### config.mk
export PLATFORM = sky130hd
export DESIGN_NAME = uart_wm_fifo
export DESIGN_NICKNAME = d
export VERILOG_FILES = /design/src/rtl/uart_wm_fifo_pkg.sv /design/src/rtl/wmf_store.sv /design/src/rtl/wmf_irq.sv /design/src/rtl/uart_wm_fifo.sv
export SDC_FILE = /design/constraint.sdc
export NUM_CORES = 1
export LEC_CHECK = 0
export ABC_AREA = 1
export BUFFER_PORTS_ARGS = -buffer_cell sky130_fd_sc_hd__buf_4
export CAP_MARGIN = 30
export CORE_UTILIZATION = 45
export DETAILED_ROUTE_END_ITERATION = 12
export GPL_ROUTABILITY_DRIVEN = 0
export PLACE_DENSITY_LB_ADDON = 0.2
export SYNTH_ARGS = -nofsm -noshare
export SYNTH_HDL_FRONTEND = slang
export SYNTH_SLANG_ARGS = --single-unit
### constraint.sdc
create_clock -name clk_i -period 2.77 [get_ports clk_i]
set_input_delay 0.554 -clock clk_i [delete_from_list [all_inputs] [get_ports clk_i]]
set_output_delay 0.554 -clock clk_i [all_outputs]
set_load 0.02 [all_outputs]
### src/rtl/uart_wm_fifo_pkg.sv
package uart_wm_fifo_pkg;
  localparam int unsigned IRQ_LVL = 0;
  localparam int unsigned IRQ_OVF = 1;
  localparam int unsigned N_IRQ   = 2;

  // threshold chosen by the select code
  function automatic int unsigned wm_threshold(input logic [2:0] sel);
    unique case (sel)
      3'd0:    return 1;
      3'd1:    return 4;
      3'd2:    return 8;
      3'd3:    return 16;
      default: return 30;
    endcase
  endfunction
endpackage

### src/rtl/wmf_store.sv
module wmf_store #(
  parameter int unsigned DEPTH = 32,
  parameter int unsigned WIDTH = 8,
  localparam int unsigned PTRW = $clog2(DEPTH),
  localparam int unsigned LVLW = $clog2(DEPTH + 1)
) (
  input  logic             clk_i,
  input  logic             rst_ni,
  input  logic             flush_i,
  input  logic             push_i,
  input  logic [WIDTH-1:0] data_i,
  input  logic             pop_i,
  output logic [WIDTH-1:0] data_o,
  output logic [LVLW-1:0]  level_o,
  output logic             full_o,
  output logic             empty_o,
  output logic             push_take_o,
  output logic             pop_take_o,
  output logic             push_drop_o
);
  logic [WIDTH-1:0] mem_q [DEPTH];
  logic [PTRW-1:0]  wr_ptr_q, rd_ptr_q;
  logic [LVLW-1:0]  cnt_q;

  function automatic logic [PTRW-1:0] ptr_inc(input logic [PTRW-1:0] p);
    return (p == PTRW'(DEPTH - 1)) ? '0 : p + 1'b1;
  endfunction

  assign full_o      = (cnt_q == LVLW'(DEPTH));
  assign empty_o     = (cnt_q == '0);
  assign pop_take_o  = pop_i & ~empty_o & ~flush_i;
  assign push_take_o = push_i & ~flush_i & (~full_o | pop_take_o);
  assign push_drop_o = push_i & ~flush_i & full_o & ~pop_take_o;
  assign data_o      = mem_q[rd_ptr_q];
  assign level_o     = cnt_q;

  always_ff @(posedge clk_i) begin
    if (push_take_o) mem_q[wr_ptr_q] <= data_i;
  end

  always_ff @(posedge clk_i or negedge rst_ni) begin
    if (!rst_ni) begin
      wr_ptr_q <= '0;
      rd_ptr_q <= '0;
      cnt_q    <= '0;
    end else if (flush_i) begin
      wr_ptr_q <= '0;
      rd_ptr_q <= '0;
      cnt_q    <= '0;
    end else begin
      if (push_take_o) wr_ptr_q <= ptr_inc(wr_ptr_q);
      if (pop_take_o)  rd_ptr_q <= ptr_inc(rd_ptr_q);
      unique case ({push_take_o, pop_take_o})
        2'b10:   cnt_q <= cnt_q + 1'b1;
        2'b01:   cnt_q <= cnt_q - 1'b1;
        default: cnt_q <= cnt_q;
      endcase
    end
  end
endmodule

### src/rtl/wmf_irq.sv
module wmf_irq
  import uart_wm_fifo_pkg::*;
#(
  parameter int unsigned LVLW = 6
) (
  input  logic              clk_i,
  input  logic              rst_ni,
  input  logic [LVLW-1:0]   level_i,
  input  logic [2:0]        wm_sel_i,
  input  logic              ovf_evt_i,
  input  logic [N_IRQ-1:0]  clr_i,
  input  logic [N_IRQ-1:0]  en_i,
  output logic [N_IRQ-1:0]  state_o,
  output logic [N_IRQ-1:0]  irq_o
);
  logic [LVLW-1:0]  wm_lvl;
  logic [N_IRQ-1:0] set_evt;
  logic [N_IRQ-1:0] state_q;

  assign wm_lvl           = LVLW'(wm_threshold(wm_sel_i));
  assign set_evt[IRQ_LVL] = (level_i >= wm_lvl);
  assign set_evt[IRQ_OVF] = ovf_evt_i;

  // set wins over clear; the level bit re-arms while the level stays high
  for (genvar i = 0; i < N_IRQ; i++) begin : g_state
    always_ff @(posedge clk_i or negedge rst_ni) begin
      if (!rst_ni) state_q[i] <= 1'b0;
      else         state_q[i] <= set_evt[i] | (state_q[i] & ~clr_i[i]);
    end
  end

  assign state_o = state_q;
  assign irq_o   = state_q & en_i;
endmodule

### src/rtl/uart_wm_fifo.sv
module uart_wm_fifo
  import uart_wm_fifo_pkg::*;
#(
  parameter int unsigned DEPTH = 32,
  parameter int unsigned WIDTH = 8,
  localparam int unsigned LVLW = $clog2(DEPTH + 1)
) (
  input  logic             clk_i,
  input  logic             rst_ni,
  input  logic             flush_i,
  input  logic             push_i,
  input  logic [WIDTH-1:0] push_data_i,
  output logic             push_ready_o,
  input  logic             pop_i,
  output logic [WIDTH-1:0] pop_data_o,
  output logic             pop_valid_o,
  output logic [LVLW-1:0]  level_o,
  input  logic [2:0]       wm_sel_i,
  input  logic [1:0]       irq_en_i,
  input  logic [1:0]       irq_clr_i,
  output logic [1:0]       irq_state_o,
  output logic [1:0]       irq_o
);
  logic full, empty, push_take, pop_take, push_drop;

  wmf_store #(.DEPTH(DEPTH), .WIDTH(WIDTH)) u_store (
    .clk_i       (clk_i),
    .rst_ni      (rst_ni),
    .flush_i     (flush_i),
    .push_i      (push_i),
    .data_i      (push_data_i),
    .pop_i       (pop_i),
    .data_o      (pop_data_o),
    .level_o     (level_o),
    .full_o      (full),
    .empty_o     (empty),
    .push_take_o (push_take),
    .pop_take_o  (pop_take),
    .push_drop_o (push_drop)
  );

  wmf_irq #(.LVLW(LVLW)) u_irq (
    .clk_i     (clk_i),
    .rst_ni    (rst_ni),
    .level_i   (level_o),
    .wm_sel_i  (wm_sel_i),
    .ovf_evt_i (push_drop),
    .clr_i     (irq_clr_i),
    .en_i      (irq_en_i),
    .state_o   (irq_state_o),
    .irq_o     (irq_o)
  );

  assign push_ready_o = ~full;
  assign pop_valid_o  = ~empty;
endmodule

Word-level counts from Yosys, hierarchy flattened

Memories as Yosys holds them, arrays and structs flattened.
Cells that the tools add are included.

Register bits after elaboration: 18
Memory bits (writable): 256
Input port bits: 20
Output and inout port bits: 20
Logic and storage cells: 53
Memories: 1

Add/sub/neg operators: 4
$lt $le $gt $ge: 1
Equality and inequality tests: 8
Muxes and demuxes: 11
Bitwise operators: 18
Reductions and logical operators: 5

Memory list:

| name          | depth | width | read ports | clocked after Yosys merged registers in | write ports | line            | RTL |
|---|---|---|---|---|---|---|---|
| u_store.mem_q | 32    | 8     | 1          | 0                                       | 1           | wmf_store.sv:21 | `logic [WIDTH-1:0] mem_q [DEPTH];` |

Operators with widths:

| operator                                             | number |
|---|---|
| 2-to-1 mux 5 bit                                     | 6 |
| case mux 5 bit (4 select lines)                      | 1 |
| case mux 6 bit (2 select lines)                      | 1 |
| adder 5 x 1 -> 5 bit (second input constant)         | 2 |
| equality test 5 bit (second input constant)          | 2 |
| AND 1 bit                                            | 8 |
| adder 6 x 1 -> 6 bit (second input constant)         | 1 |
| equality test 3 x 2 -> 1 bit (second input constant) | 2 |
| equality test 6 bit (second input constant)          | 1 |
| greater-or-equal comparator 6 x 5 -> 1 bit           | 1 |
| logical NOT 6 bit                                    | 1 |
| 2-to-1 mux 6 bit                                     | 1 |
| inverter 1 bit                                       | 6 |
| subtractor 6 x 1 -> 6 bit (second input constant)    | 1 |
| nonzero test 2 bit                                   | 2 |
| equality test 3 x 1 -> 1 bit (second input constant) | 1 |
| logical NOT 3 bit                                    | 1 |
| OR 1 bit                                             | 3 |
| nonzero test 3 bit                                   | 1 |
| AND 2 bit                                            | 1 |
| equality test 2 x 1 -> 1 bit (second input constant) | 1 |
| equality test 2 bit (second input constant)          | 1 |
| 2-to-1 mux 1 bit                                     | 2 |

Depth between registers and ports, before layout

Gate-level depths: netlist of the first run.

Depth after elaboration: 9
Gate-level depth with buffers: 12
Depth with buffers taken out: 12

Cells and area by module

A second synthesis of the first run with hierarchy kept.

Cells, all modules: 970
Area, all modules: 11627.4 µm²

By module, submodules not included:

| module       | instances | cells an instance | area an instance (µm²) | sequential area each (µm²) |
|---|---|---|---|---|
| wmf_store    | 1         | 926               | 11363.4                | 8087.8 |
| wmf_irq      | 1         | 42                | 256.5                  | 50.0 |
| uart_wm_fifo | 1         | 2                 | 7.5                    | 0.0 |

Least setup slack after synthesis of the first run

No wires, ideal clock.

Kind: reg2reg
Start point: register u_store.cnt_q[0], in the netlist u_store.level_o[0]
End point: register u_store.cnt_q[5], in the netlist u_store.level_o[5]
Library setup time: 0.117 ns
Data arrival time: 2.192 ns
Data required time: 2.653 ns
Setup slack: 0.461 ns
Stages on the path, launching flop included: 12
Path buffers: 0
Clock period less this slack: 2.309 ns
Cell sequence: dfrtp_1 nor2_2 nand3_2 nand3_2 nor2_1 ha_1 a21oi_1 o21ai_0 a21oi_1 nand3_1 nand3_1 nand2_1

Longest elaborated chain between the ends: 9

Ends and longest elaborated chain:

| item                                                                       | line               | RTL |
|---|---|---|
| start, declared                                                            | wmf_store.sv:23    | `logic [LVLW-1:0] cnt_q;` |
| start signal, assigned                                                     | wmf_store.sv:54    | `2'b10: cnt_q <= cnt_q + 1'b1;` |
| start signal, assigned                                                     | wmf_store.sv:55    | `2'b01: cnt_q <= cnt_q - 1'b1;` |
| start signal, assigned                                                     | wmf_store.sv:56    | `default: cnt_q <= cnt_q;` |
| logical NOT 6 bit (*)                                                      | wmf_store.sv:30    | `assign empty_o = (cnt_q == '0);` |
| inverter 1 bit (*)                                                         | -                  |  |
| net pop_valid_o                                                            | uart_wm_fifo.sv:16 | `output logic pop_valid_o,` |
| AND 1 bit (*) (2 in a row)                                                 | wmf_store.sv:31    | `assign pop_take_o = pop_i & ~empty_o & ~flush_i;` |
| OR 1 bit                                                                   | wmf_store.sv:32    | `assign push_take_o = push_i & ~flush_i & (~full_o \| pop_take_o);` |
| AND 1 bit                                                                  | wmf_store.sv:32    |  |
| equality test 2 x 1 -> 1 bit / equality test 2 bit (equally long branches) | wmf_store.sv:53    | `unique case ({push_take_o, pop_take_o})` |
| case mux 6 bit (2 select lines)                                            | wmf_store.sv:53    |  |
| 2-to-1 mux 6 bit                                                           | wmf_store.sv:46    | `end else if (flush_i) begin` |

The timed path passes the listed nets; every way through them passes the cells marked *.
A chain may end at the register's enable or synchronous reset.

Worst setup path in the final report of the first run

Start point: register u_store.rd_ptr_q[0]
End point: output port pop_data_o[6]

Longest elaborated chain between the ends: 1

Ends and longest elaborated chain:

| item                   | line               | RTL |
|---|---|---|
| start, declared        | wmf_store.sv:22    | `logic [PTRW-1:0] wr_ptr_q, rd_ptr_q;` |
| start signal, assigned | wmf_store.sv:52    | `if (pop_take_o) rd_ptr_q <= ptr_inc(rd_ptr_q);` |
| memory (32 x 8 bit)    | -                  |  |
| end, declared          | uart_wm_fifo.sv:15 | `output logic [WIDTH-1:0] pop_data_o,` |

Every way passes these cells.

==> metrics, run 1 <==
signed area change from the synthesized netlist to the final layout 23.6%; predominant post-synthesis flop cell edfxtp_1; total vias in the final route 7994; worst IR drop on VDD 0.345 mV; critical path cell sequence buf_8, buf_6, buf_16, nor2_1, o22ai_2, nand2_1, nand3_2, nand3_1, nand2_2, buf_6; post-detailed-route via-to-cell ratio between 5 and 6; count of pins over their slew limit 0; DRT Pass-1 Iters 5; I/O pin count 40; Setup WS post-layout -75.8 ps; number of nets with antenna violations after routing 0; Filler Cells Inserted 2021; core area 25200 um2; Net Sw Power 2.11 mW; number of levels the H-tree was split into 1; clock slew seen by the registers of the worst setup and hold paths 60 ps; Combinational Power Share 9.5%; antenna violations before repair 0; power after layout 9.51 mW; root buffer cell clkbuf_16; async set-or-reset flop fraction in the synthesized netlist 6.57%; average size of a mapped cell 11.8 um2; post-synthesis sequential area ratio between 70% and 80%; commonest cells in the synthesized netlist edfxtp_1, nor2_1, o21ai_0; Worst Path Max Fanout 15; Die Ht approximately 160 um; fraction of power spent switching nets 22.2%; cell mode on critical path buf_6; Max-Cap Viols 0; worst-path cell with the longest stage delay dfrtp_4; maximum number of pins on one net before global-route repair 50; internal power consumption 7.39 mW; routed wire length per instance 21.6 um; number of standard cells after synthesis 973; total of endpoints with negative setup slack in the final report 8; largest stage delay on the critical path 540 ps; Leakage Power 5.18 nW; starting utilization of the core area 45.8%; net count after synthesis 1010; DIE AREA 26200 um2; top cells by area in the synthesized netlist edfxtp_1, nor2_1, o21ai_0; estimated wirelength of the detail-placed design 16600 um; Largest delay share family, worst path buffers and inverters; global route total overflow 0; total number of nets in the final design 1095; row count 58; Hold Violations, Final 0; Antenna diodes 0; CP endpoint kind output port; synthesized flop and latch total 274; worst clock skew on the final layout 19.0 ps; clock tree from TritonCTS built; critical path data required time 2220 ps; Highest Clock Rate about 350 MHz; global-route total usage across every layer between 20% and 30%; violations in the final reports negative setup slack; first-pass GRT wire length 46300 um; vias in the first global route 7764; later-pin clock latency in the skew report 540 ps; share of the synthesized area in the top cell type between 60% and 70%; kind of path behind the tightest hold check in2reg; Period Utilization, post-route 103%; number of design rule violations left after detail routing 0; fraction of final layout cells sized beyond drive strength 1 a little under a quarter; number of warnings printed during yosys synthesis 0; number of I/O port buffers 39; number of buffer and inverter instances along the worst setup path 4; die boundary width 162 um; total clock sinks between 200 and 300; slew at the pin with the worst max-slew slack 637 ps; most common cell in the synthesized netlist edfxtp_1; result of the run finished, violations left; element type at the critical path start register; data arrival at the endpoint of the critical path 2290 ps; crit path kind reg2out; detailed-route wire length 30500 um; worst-case clock buffer depth 3; Cell variety after synth 33; unrepaired setup endpoints after global routing yes; total standard cell area after synthesis 11500 um2; power share of the sequential group 48.2%; EDFF count, synth 256; share of total power in the clock network 42.4%; number of placed cells counting well taps between 1000 and 1500; number of CTS-inserted buffers 28; final std cells w/o fill 1409; Starting DRT DRC Count between 700 and 800; time the final worst path needs with I/O delays and setup 2850 ps; area leader, netlist edfxtp_1; Max-Slew Margin vs Limit 57.5%; total power density per cell area 668 nW/um2
-- kinds of logic (layout without fill, tap and decap cells) --
family,Yosys count,count (layout),synth area share (%)
and+or+nand+nor,375,375,13.5
DFF,274,274,70.6
AOI/OAI and AO/OA,222,222,10.4
buffers and inverters,81,187,3.27
adders and majority gates,17,17,1.91
xor gates and xnor gates,4,4,0.304
-- area by class of cell --
type / instances / area (um2) / area share, %
clock buffers: 33 / 751 / 5.27
clock inverters: 18 / 239 / 1.68
inverters: 28 / 121 / 0.852
multi-input cells: 618 / 3350 / 23.5
flip-flops and latches: 274 / 8140 / 57.2
well taps: 330 / 413 / 2.90
repair buffers: 108 / 1220 / 8.59
-- path summary, 6_finish.rpt --
path | from | endpoint | slack, ps | cells after the start
worst max-delay path | u_store.rd_ptr_q[0] | pop_data_o[6] | -80 | 10
worst min-delay path | irq_clr_i[1] | u_irq.state_o[1] | 180 | 2
worst max register to register | u_store.level_o[0] | u_store.level_o[5] | 400 | 11
worst min register to register | u_irq.state_o[0] | u_irq.state_o[0] | 550 | 2
max in group asynchronous | rst_ni | u_store.rd_ptr_q[0] | 2100 | 2
min in group asynchronous | rst_ni | u_store.wr_ptr_q[2] | 430 | 2
-- per-layer routing --
layer | global-route usage, % | wire length, um | vias to the layer above
li1 | - | - | 3682
met2 | 37.9 | 14400 | 307
met1 | 33.7 | 13300 | 3955
met4 | 6.82 | 753 | 0
met3 | 3.42 | 2010 | 50
met5 | 0 | 0 | -
-- per-stage QoR --
stage / setup TNS (ps) / hold slack [ps] / cell area, um2 / util, % / worst slack (ps)
2_1_floorplan: 0 / 258 / 11500 / - / 461
3_3_place_gp: 0 / 454 / 12400 / 49.3 / 366
3_5_place_dp: 0 / 453 / 12400 / 49.3 / 343
4_1_cts: -302 / 163 / 14100 / 56.0 / -71.3
5_1_grt: -1050 / 177 / 14200 / 56.5 / -157
6_report: -419 / 182 / 14200 / 56.5 / -75.8
-- cells in the final DEF, fill, tap and decap left out, types with 16 or more instances in the layout --
cell / n
buf_4: 73
inv_1: 23
clkbuf_16: 30
ha_1: 16
edfxtp_1: 256
o21ai_0: 84
nand2_1: 95
nand3_2: 27
o22ai_1: 42
nor2_2: 17
dfrtp_1: 17
nor2_1: 167
nand3_1: 45
o21ai_1: 60
-- power groups by stage --
| stage | clock [mW] | combinational (mW) | sequential (mW) |
|---|---|---|---|
| after CTS | 4.07 | 0.875 | 4.58 |
| after global routing | 4.22 | 0.973 | 4.58 |
| after floorplan | 0 | 0.386 | 4.66 |
| after detailed placement | 0 | 0.649 | 4.67 |
| after global placement | 0 | 0.641 | 4.67 |
| final | 4.03 | 0.901 | 4.58 |
-- flip-flops by register name, indices dropped and copies added (netlist names) --
register          flops
u_store.wr_ptr_q      5
u_store.rd_ptr_q      5
u_store.mem_q       256
u_store.level_o       6
u_irq.state_o         2
-- repair_timing --
action,in CTS,in global routing
endpoints found under the hold margin,18,0
gates cloned,10,1
endpoints found under the setup margin,8,8
pin swaps,23,19
hold buffers,1,0
setup buffers,9,0
gates resized for setup,117,45
-- worst register-to-register path: cells and delay by family, from the launching register on --
family / cells / cell delay (ps)
adder cells (fa/ha/maj): 1 / 340
AO/OA/AOI/OAI: 3 / 600
flip-flops: 1 / 480
AND/OR/NAND/NOR: 7 / 840
Power figures use the tool's default switching activity.
==> inputs of run 2 (changes only) <==
--- a/config.mk
+++ b/config.mk
@@ -8,9 +8,12 @@
 export ABC_AREA = 1
 export BUFFER_PORTS_ARGS = -buffer_cell sky130_fd_sc_hd__buf_4
 export CAP_MARGIN = 30
+export CELL_PAD_IN_SITES_DETAIL_PLACEMENT = 1
+export CELL_PAD_IN_SITES_GLOBAL_PLACEMENT = 1
 export CORE_UTILIZATION = 45
 export DETAILED_ROUTE_END_ITERATION = 12
 export GPL_ROUTABILITY_DRIVEN = 0
+export GPL_TIMING_DRIVEN = 0
 export PLACE_DENSITY_LB_ADDON = 0.2
 export SYNTH_ARGS = -nofsm -noshare
 export SYNTH_HDL_FRONTEND = slang
==> metrics, run 2 (synthesis results as in run 1) <==
result of the run finished, violations left; violations in the final reports negative setup slack; power after layout 9.10 mW; number of I/O port buffers 39; number of levels the H-tree was split into 1; row count 58; root buffer cell clkbuf_16; Highest Clock Rate 339 MHz; element type at the critical path start register; core area 25200 um2; global-route total usage across every layer 25.6%; total number of nets in the final design 1086; number of buffer and inverter instances along the worst setup path 4; post-detailed-route via-to-cell ratio 5.68; antenna violations before repair 0; worst-case clock buffer depth 3; Largest delay share family, worst path buffers and inverters; crit path kind reg2out; slew at the pin with the worst max-slew slack about 860 ps; critical path data required time 2220 ps; detailed-route wire length 33300 um; internal power consumption a little under 7 mW; share of total power in the clock network 40.0%; Max-Slew Margin vs Limit between 40% and 50%; max FFs per register 256; DRT Pass-1 Iters 5; worst clock skew on the final layout 11.1 ps; critical path cell sequence clkinv_4, buf_4, buf_8, o21ai_0, o22ai_2, nand2_1, nand3_2, nand3_1, nand2_2, buf_6; CP endpoint kind output port; starting utilization of the core area 45.8%; total vias in the final route 7956; global route total overflow 0; Period Utilization, post-route 106%; kind of path behind the tightest hold check in2reg; final core utilization 54.7%; Max-Cap Viols 0; Setup WS post-layout -178 ps; largest stage delay on the critical path 450 ps; Net Sw Power 2.14 mW; count of pins over their slew limit 0; DIE AREA 26200 um2; Hold Violations, Final 0; total clock sinks 274; final std cells w/o fill 1401; power share of the sequential group approximately half; signed area change from the synthesized netlist to the final layout 19.6%; commonest cells after routing, fill and taps aside edfxtp_1, nor2_1, o21ai_0; Leakage Power 4.97 nW; later-pin clock latency in the skew report 540 ps; number of nets with antenna violations after routing 0; Antenna diodes 0; estimated wirelength of the detail-placed design 21500 um; data arrival at the endpoint of the critical path 2390 ps; met2 routing resource usage after global routing 41.8%; number of CTS-inserted buffers 28; Worst Path Max Fanout 10; worst IR drop on VDD 0.490 mV; most frequent standard cell in the layout excluding fill and tap cells edfxtp_1; met1 GRT Util 36.6%; first-pass GRT wire length 49600 um; number of placed cells counting well taps 1342; Combinational Power Share 9.8%; unrepaired setup endpoints after global routing yes; clock tree from TritonCTS built; register-to-register path setup slack 130 ps; worst-path cell with the longest stage delay dfrtp_2; met3 global-route usage under 10%; maximum number of pins on one net before global-route repair 33; vias in the first global route 8121; Reg with most FFs u_store.mem_q; fraction of final layout cells sized beyond drive strength 1 19.8%; I/O pin count 40; clock slew seen by the registers of the worst setup and hold paths roughly 60 ps; most utilized layer in the global route result met2; die boundary width around 160 um; time the final worst path needs with I/O delays and setup 2950 ps; total of endpoints with negative setup slack in the final report 8; total power density per cell area 661 nW/um2; fraction of power spent switching nets between 20% and 30%; routed wire length per instance 23.8 um; Die Ht about 160 um; Filler Cells Inserted 2561; number of design rule violations left after detail routing 0; Starting DRT DRC Count 717
-- run 2: cell types whose count changed in the layout (fill, tap and decap cells not counted), sizes merged --
cell	previous run	this run
clkinv	13	11
clkinvlp	2	0
bufbuf	1	0
buf	105	83
bufinv	6	1
clkbuf	34	58
-- run 2: final timing paths --
path / startpoint / to / depth (start not counted)
max: u_store.rd_ptr_q[1] / pop_data_o[0] / 10
min: irq_clr_i[1] / u_irq.state_o[1] / 2
max reg2reg: u_store.level_o[0] / u_store.mem_q[7][7] / 8
min reg2reg: u_irq.state_o[1] / u_irq.state_o[1] / 2
max in group asynchronous: rst_ni / u_store.rd_ptr_q[0] / 2
min in group asynchronous: rst_ni / u_store.wr_ptr_q[1] / 2
-- run 2: power by group through the flow --
| stage | Clock (mW) | Combinational [mW] | Sequential, mW |
|---|---|---|---|
| 2_1_floorplan | 0 | 0.386 | 4.66 |
| 3_3_place_gp | 0 | 0.728 | 4.66 |
| 3_5_place_dp | 0 | 0.745 | 4.66 |
| 4_1_cts | 3.67 | 0.825 | 4.58 |
| 5_1_grt | 3.78 | 0.947 | 4.58 |
| 6_report | 3.64 | 0.888 | 4.58 |
-- run 2: per-layer routing --
layer | routed length [um] | share of wire (%)
met2 | 15900 | 48
met4 | 457 | 1.4
met3 | 1770 | 5.3
met1 | 15100 | 45
met5 | 0 | 0
-- run 2: area by class of cell --
class                      instances  area (um2)  share of cell area, %
sequential                       274        8140                   59.1
multi-input combinational        618        3340                   24.2
clock buffer                      43         818                   5.94
buffer                            50         483                   3.51
tap                              330         413                   3.00
timing repair buffer              49         410                   2.98
inverter                          28         113                  0.817
clock inverter                     9        62.6                  0.454
-- run 2: timing repair --
| action | 4_1_cts | 5_1_grt |
|---|---|---|
| setup endpoints to repair | 8 | 100 |
| gates resized for setup | 95 | 94 |
| pin swaps | 5 | 24 |
| hold endpoints to repair | 18 | 0 |
| buffers inserted | 3 | 5 |
| cloned | 0 | 1 |
| hold buffers | 1 | 0 |
-- run 2: worst reg2reg max path, cell delays in order (launching register included) --
cell	delay, ps
dfrtp_1	500
nor2_2	90
nand3_2	160
nand3_2	180
nand2_1	130
nand2_1	100
inv_2	210
nand2_4	190
nor2_1	700
-- run 2: stage by stage --
stage | cell area, um2 | setup TNS, ps | hold slack (ps) | setup slack, ps
after CTS | 13500 | -1110 | 188 | -162
after global routing | 13800 | -2790 | 213 | -193
after floorplan | 11500 | 0 | 258 | 461
after detailed placement | 12200 | -5030 | 449 | -201
after global placement | 12200 | -994 | 452 | -109
final | 13800 | -1040 | 191 | -178
==> inputs of run 3 (changes only) <==
==> constraint.sdc (replaced) <==
create_clock -name clk_i -period 3.6 [get_ports clk_i]
set_input_delay 0.72 -clock clk_i [delete_from_list [all_inputs] [get_ports clk_i]]
set_output_delay 0.72 -clock clk_i [all_outputs]
set_load 0.02 [all_outputs]
==> metrics, run 3 (synthesis results as in run 1) <==
result of the run finished, final reports clean; commonest cells after routing, fill and taps aside edfxtp_1, nor2_1, o21ai_0; first-pass GRT wire length about 49000 um; max FFs per register 256; worst-case clock buffer depth 3; length of routed wiring on met1 14800 um; power share of the sequential group between 50 and 60%; number of design rule violations left after detail routing 0; fraction of power spent switching nets a little under a quarter; worst setup slack before clock tree synthesis 463 ps; critical path data required time 2880 ps; Max-Slew Margin vs Limit 44.1%; post-detailed-route via-to-cell ratio 5.66; Leakage Power 4.70 nW; Period Utilization, post-route 97.8%; Highest Clock Rate 284 MHz; Setup WS post-layout 77.9 ps; total met3 wirelength after detailed routing between 1500 and 2000 um; number of levels the H-tree was split into 1; worst-path cell with the longest stage delay dfrtp_1; starting utilization of the core area 45.8%; register-to-register path setup slack ~900 ps; power after layout about 6.9 mW; number of nets with antenna violations after routing 0; total of endpoints with negative setup slack in the final report 0; postcts setup bufs 0; routed wire length per instance 23.4 um; signed area change from the synthesized netlist to the final layout 13.9%; fraction of final layout cells sized beyond drive strength 1 11.5%; worst clock skew on the final layout around 8.6 ps; critical path cell sequence clkbuf_1, o21ai_0, o22ai_1, nand2_1, nand3_1, nand3_1, nand2_1, buf_4; slew at the pin with the worst max-slew slack approximately 830 ps; post-cts hold buffer count 0; count of pins over their slew limit 0; Die Ht 162 um; unrepaired setup endpoints after global routing no; root buffer cell clkbuf_16; total number of nets in the final design 1079; area taken by flip-flops and latches 8140 um2; CP endpoint kind output port; DRT Pass-1 Iters 5; row count 58; worst IR drop on VDD around 0.38 mV; I/O pin count 40; clock slew seen by the registers of the worst setup and hold paths around 60 ps; Post-DP Area between 10000 and 15000 um2; total power density per cell area approximately 530 nW/um2; Filler Cells Inserted ~2600; largest stage delay on the critical path 630 ps; Sum Neg Setup Slack 0 ps; most frequent standard cell in the layout excluding fill and tap cells edfxtp_1; Worst Path Max Fanout 10; vias in the first global route 7957; time the final worst path needs with I/O delays and setup 3520 ps; Largest delay share family, worst path flip-flops; clock tree from TritonCTS built; Hold Violations, Final 0; die boundary width ~160 um; antenna violations before repair 0; Reg with most FFs u_store.mem_q; later-pin clock latency in the skew report roughly 540 ps; Max-Cap Viols 0; Net Sw Power between 1.5 and 2 mW; crit path kind reg2out; internal power consumption 5.29 mW; Finished Cell Area 13100 um2; maximum number of pins on one net before global-route repair 33; total area of multi-input combinational cells 3010 um2; element type at the critical path start register; data arrival at the endpoint of the critical path 2800 ps; total vias in the final route 7894; global route total overflow 0; detailed-routed wire length on met2 15500 um; Starting DRT DRC Count 622; number of CTS-inserted buffers 28; DIE AREA between 20000 and 30000 um2; core area 25200 um2; Combinational Power Share 8.4%; number of I/O port buffers 39; top layer reached by signal wires met4; kind of path behind the tightest hold check in2async; detailed-route wire length 32600 um; estimated wirelength of the detail-placed design 21500 um; number of buffer and inverter instances along the worst setup path 2; share of total power in the clock network 40.5%; global-route total usage across every layer 25.3%; total clock sinks 274
==> run 3: cell count changes in the layout (fill, tap and decap cells not counted), moves of 11 or more <==
| cell | previous run | this run |
|---|---|---|
| nor2_2 | 13 | 1 |
| nand3_1 | 57 | 70 |
| buf_2 | 7 | 18 |
| o22ai_1 | 24 | 51 |
| o21ai_0 | 115 | 127 |
| nand3_2 | 15 | 2 |
| o22ai_2 | 27 | 0 |
| nor2_1 | 177 | 190 |
==> run 3: worst paths after layout <==
check,from,end,depth (start not counted)
worst max-delay path,u_store.rd_ptr_q[0],pop_data_o[0],8
worst min-delay path,rst_ni,u_store.wr_ptr_q[1],1
worst max register to register,u_store.level_o[0],u_store.level_o[5],11
worst min register to register,u_irq.state_o[1],u_irq.state_o[1],2
max in group asynchronous,rst_ni,u_store.rd_ptr_q[2],1
min in group clk_i,irq_clr_i[1],u_irq.state_o[1],2
==> run 3: worst reg2reg max path, cell delays in order (launching register included) <==
cell     delay, ps
dfrtp_1        500
nor2_2          90
nand3_2        160
nand3_2        160
nor2_1         430
ha_1           380
a21oi_1        280
o21ai_0        120
a21oi_1        200
nand3_1        120
nand3_1        100
nand2_1         50
==> run 3: metrics by stage <==
stage                     hold WS (ps)  utilization, %  std cells
after floorplan                    424               -        973
after global placement             543            48.6       1342
after detailed placement           569            48.6       1342
after CTS                         48.5            52.1       1394
after global routing              58.6            52.1       1394
final                             47.7            52.1       1395
==> run 3: power by group through the flow <==
stage / clock, mW / combinational [mW] / sequential [mW]
3_5_place_dp: 0 / 0.573 / 3.59
3_3_place_gp: 0 / 0.560 / 3.59
4_1_cts: 2.83 / 0.577 / 3.52
6_report: 2.79 / 0.577 / 3.52
5_1_grt: 2.91 / 0.622 / 3.52
2_1_floorplan: 0 / 0.297 / 3.59
==> run 3: area by class of cell <==
class / instances / area share (%)
Sequential cell: 274 / 62.0
Multi-Input combinational cell: 618 / 22.9
Clock buffer: 43 / 6.24
Tap cell: 330 / 3.15
Timing Repair Buffer: 39 / 2.23
Buffer: 53 / 2.15
Inverter: 28 / 0.801
Clock inverter: 9 / 0.477
Antenna cell: 1 / 0.0191
==> run 3: timing repair <==
| action | 4_1_cts | 5_1_grt |
|---|---|---|
| hold endpoints to repair | 0 | 0 |
| setup endpoints to repair | 2 | 8 |
| gates cloned | 0 | 0 |
| resized for setup | 2 | 12 |
==> run 3: metal layers <==
metal  global-route usage, %  vias up
met1                    36.4     3988
met5                       0        -
met2                    41.5      221
li1                        -     3646
met3                    3.37       39
met4                    4.72        0
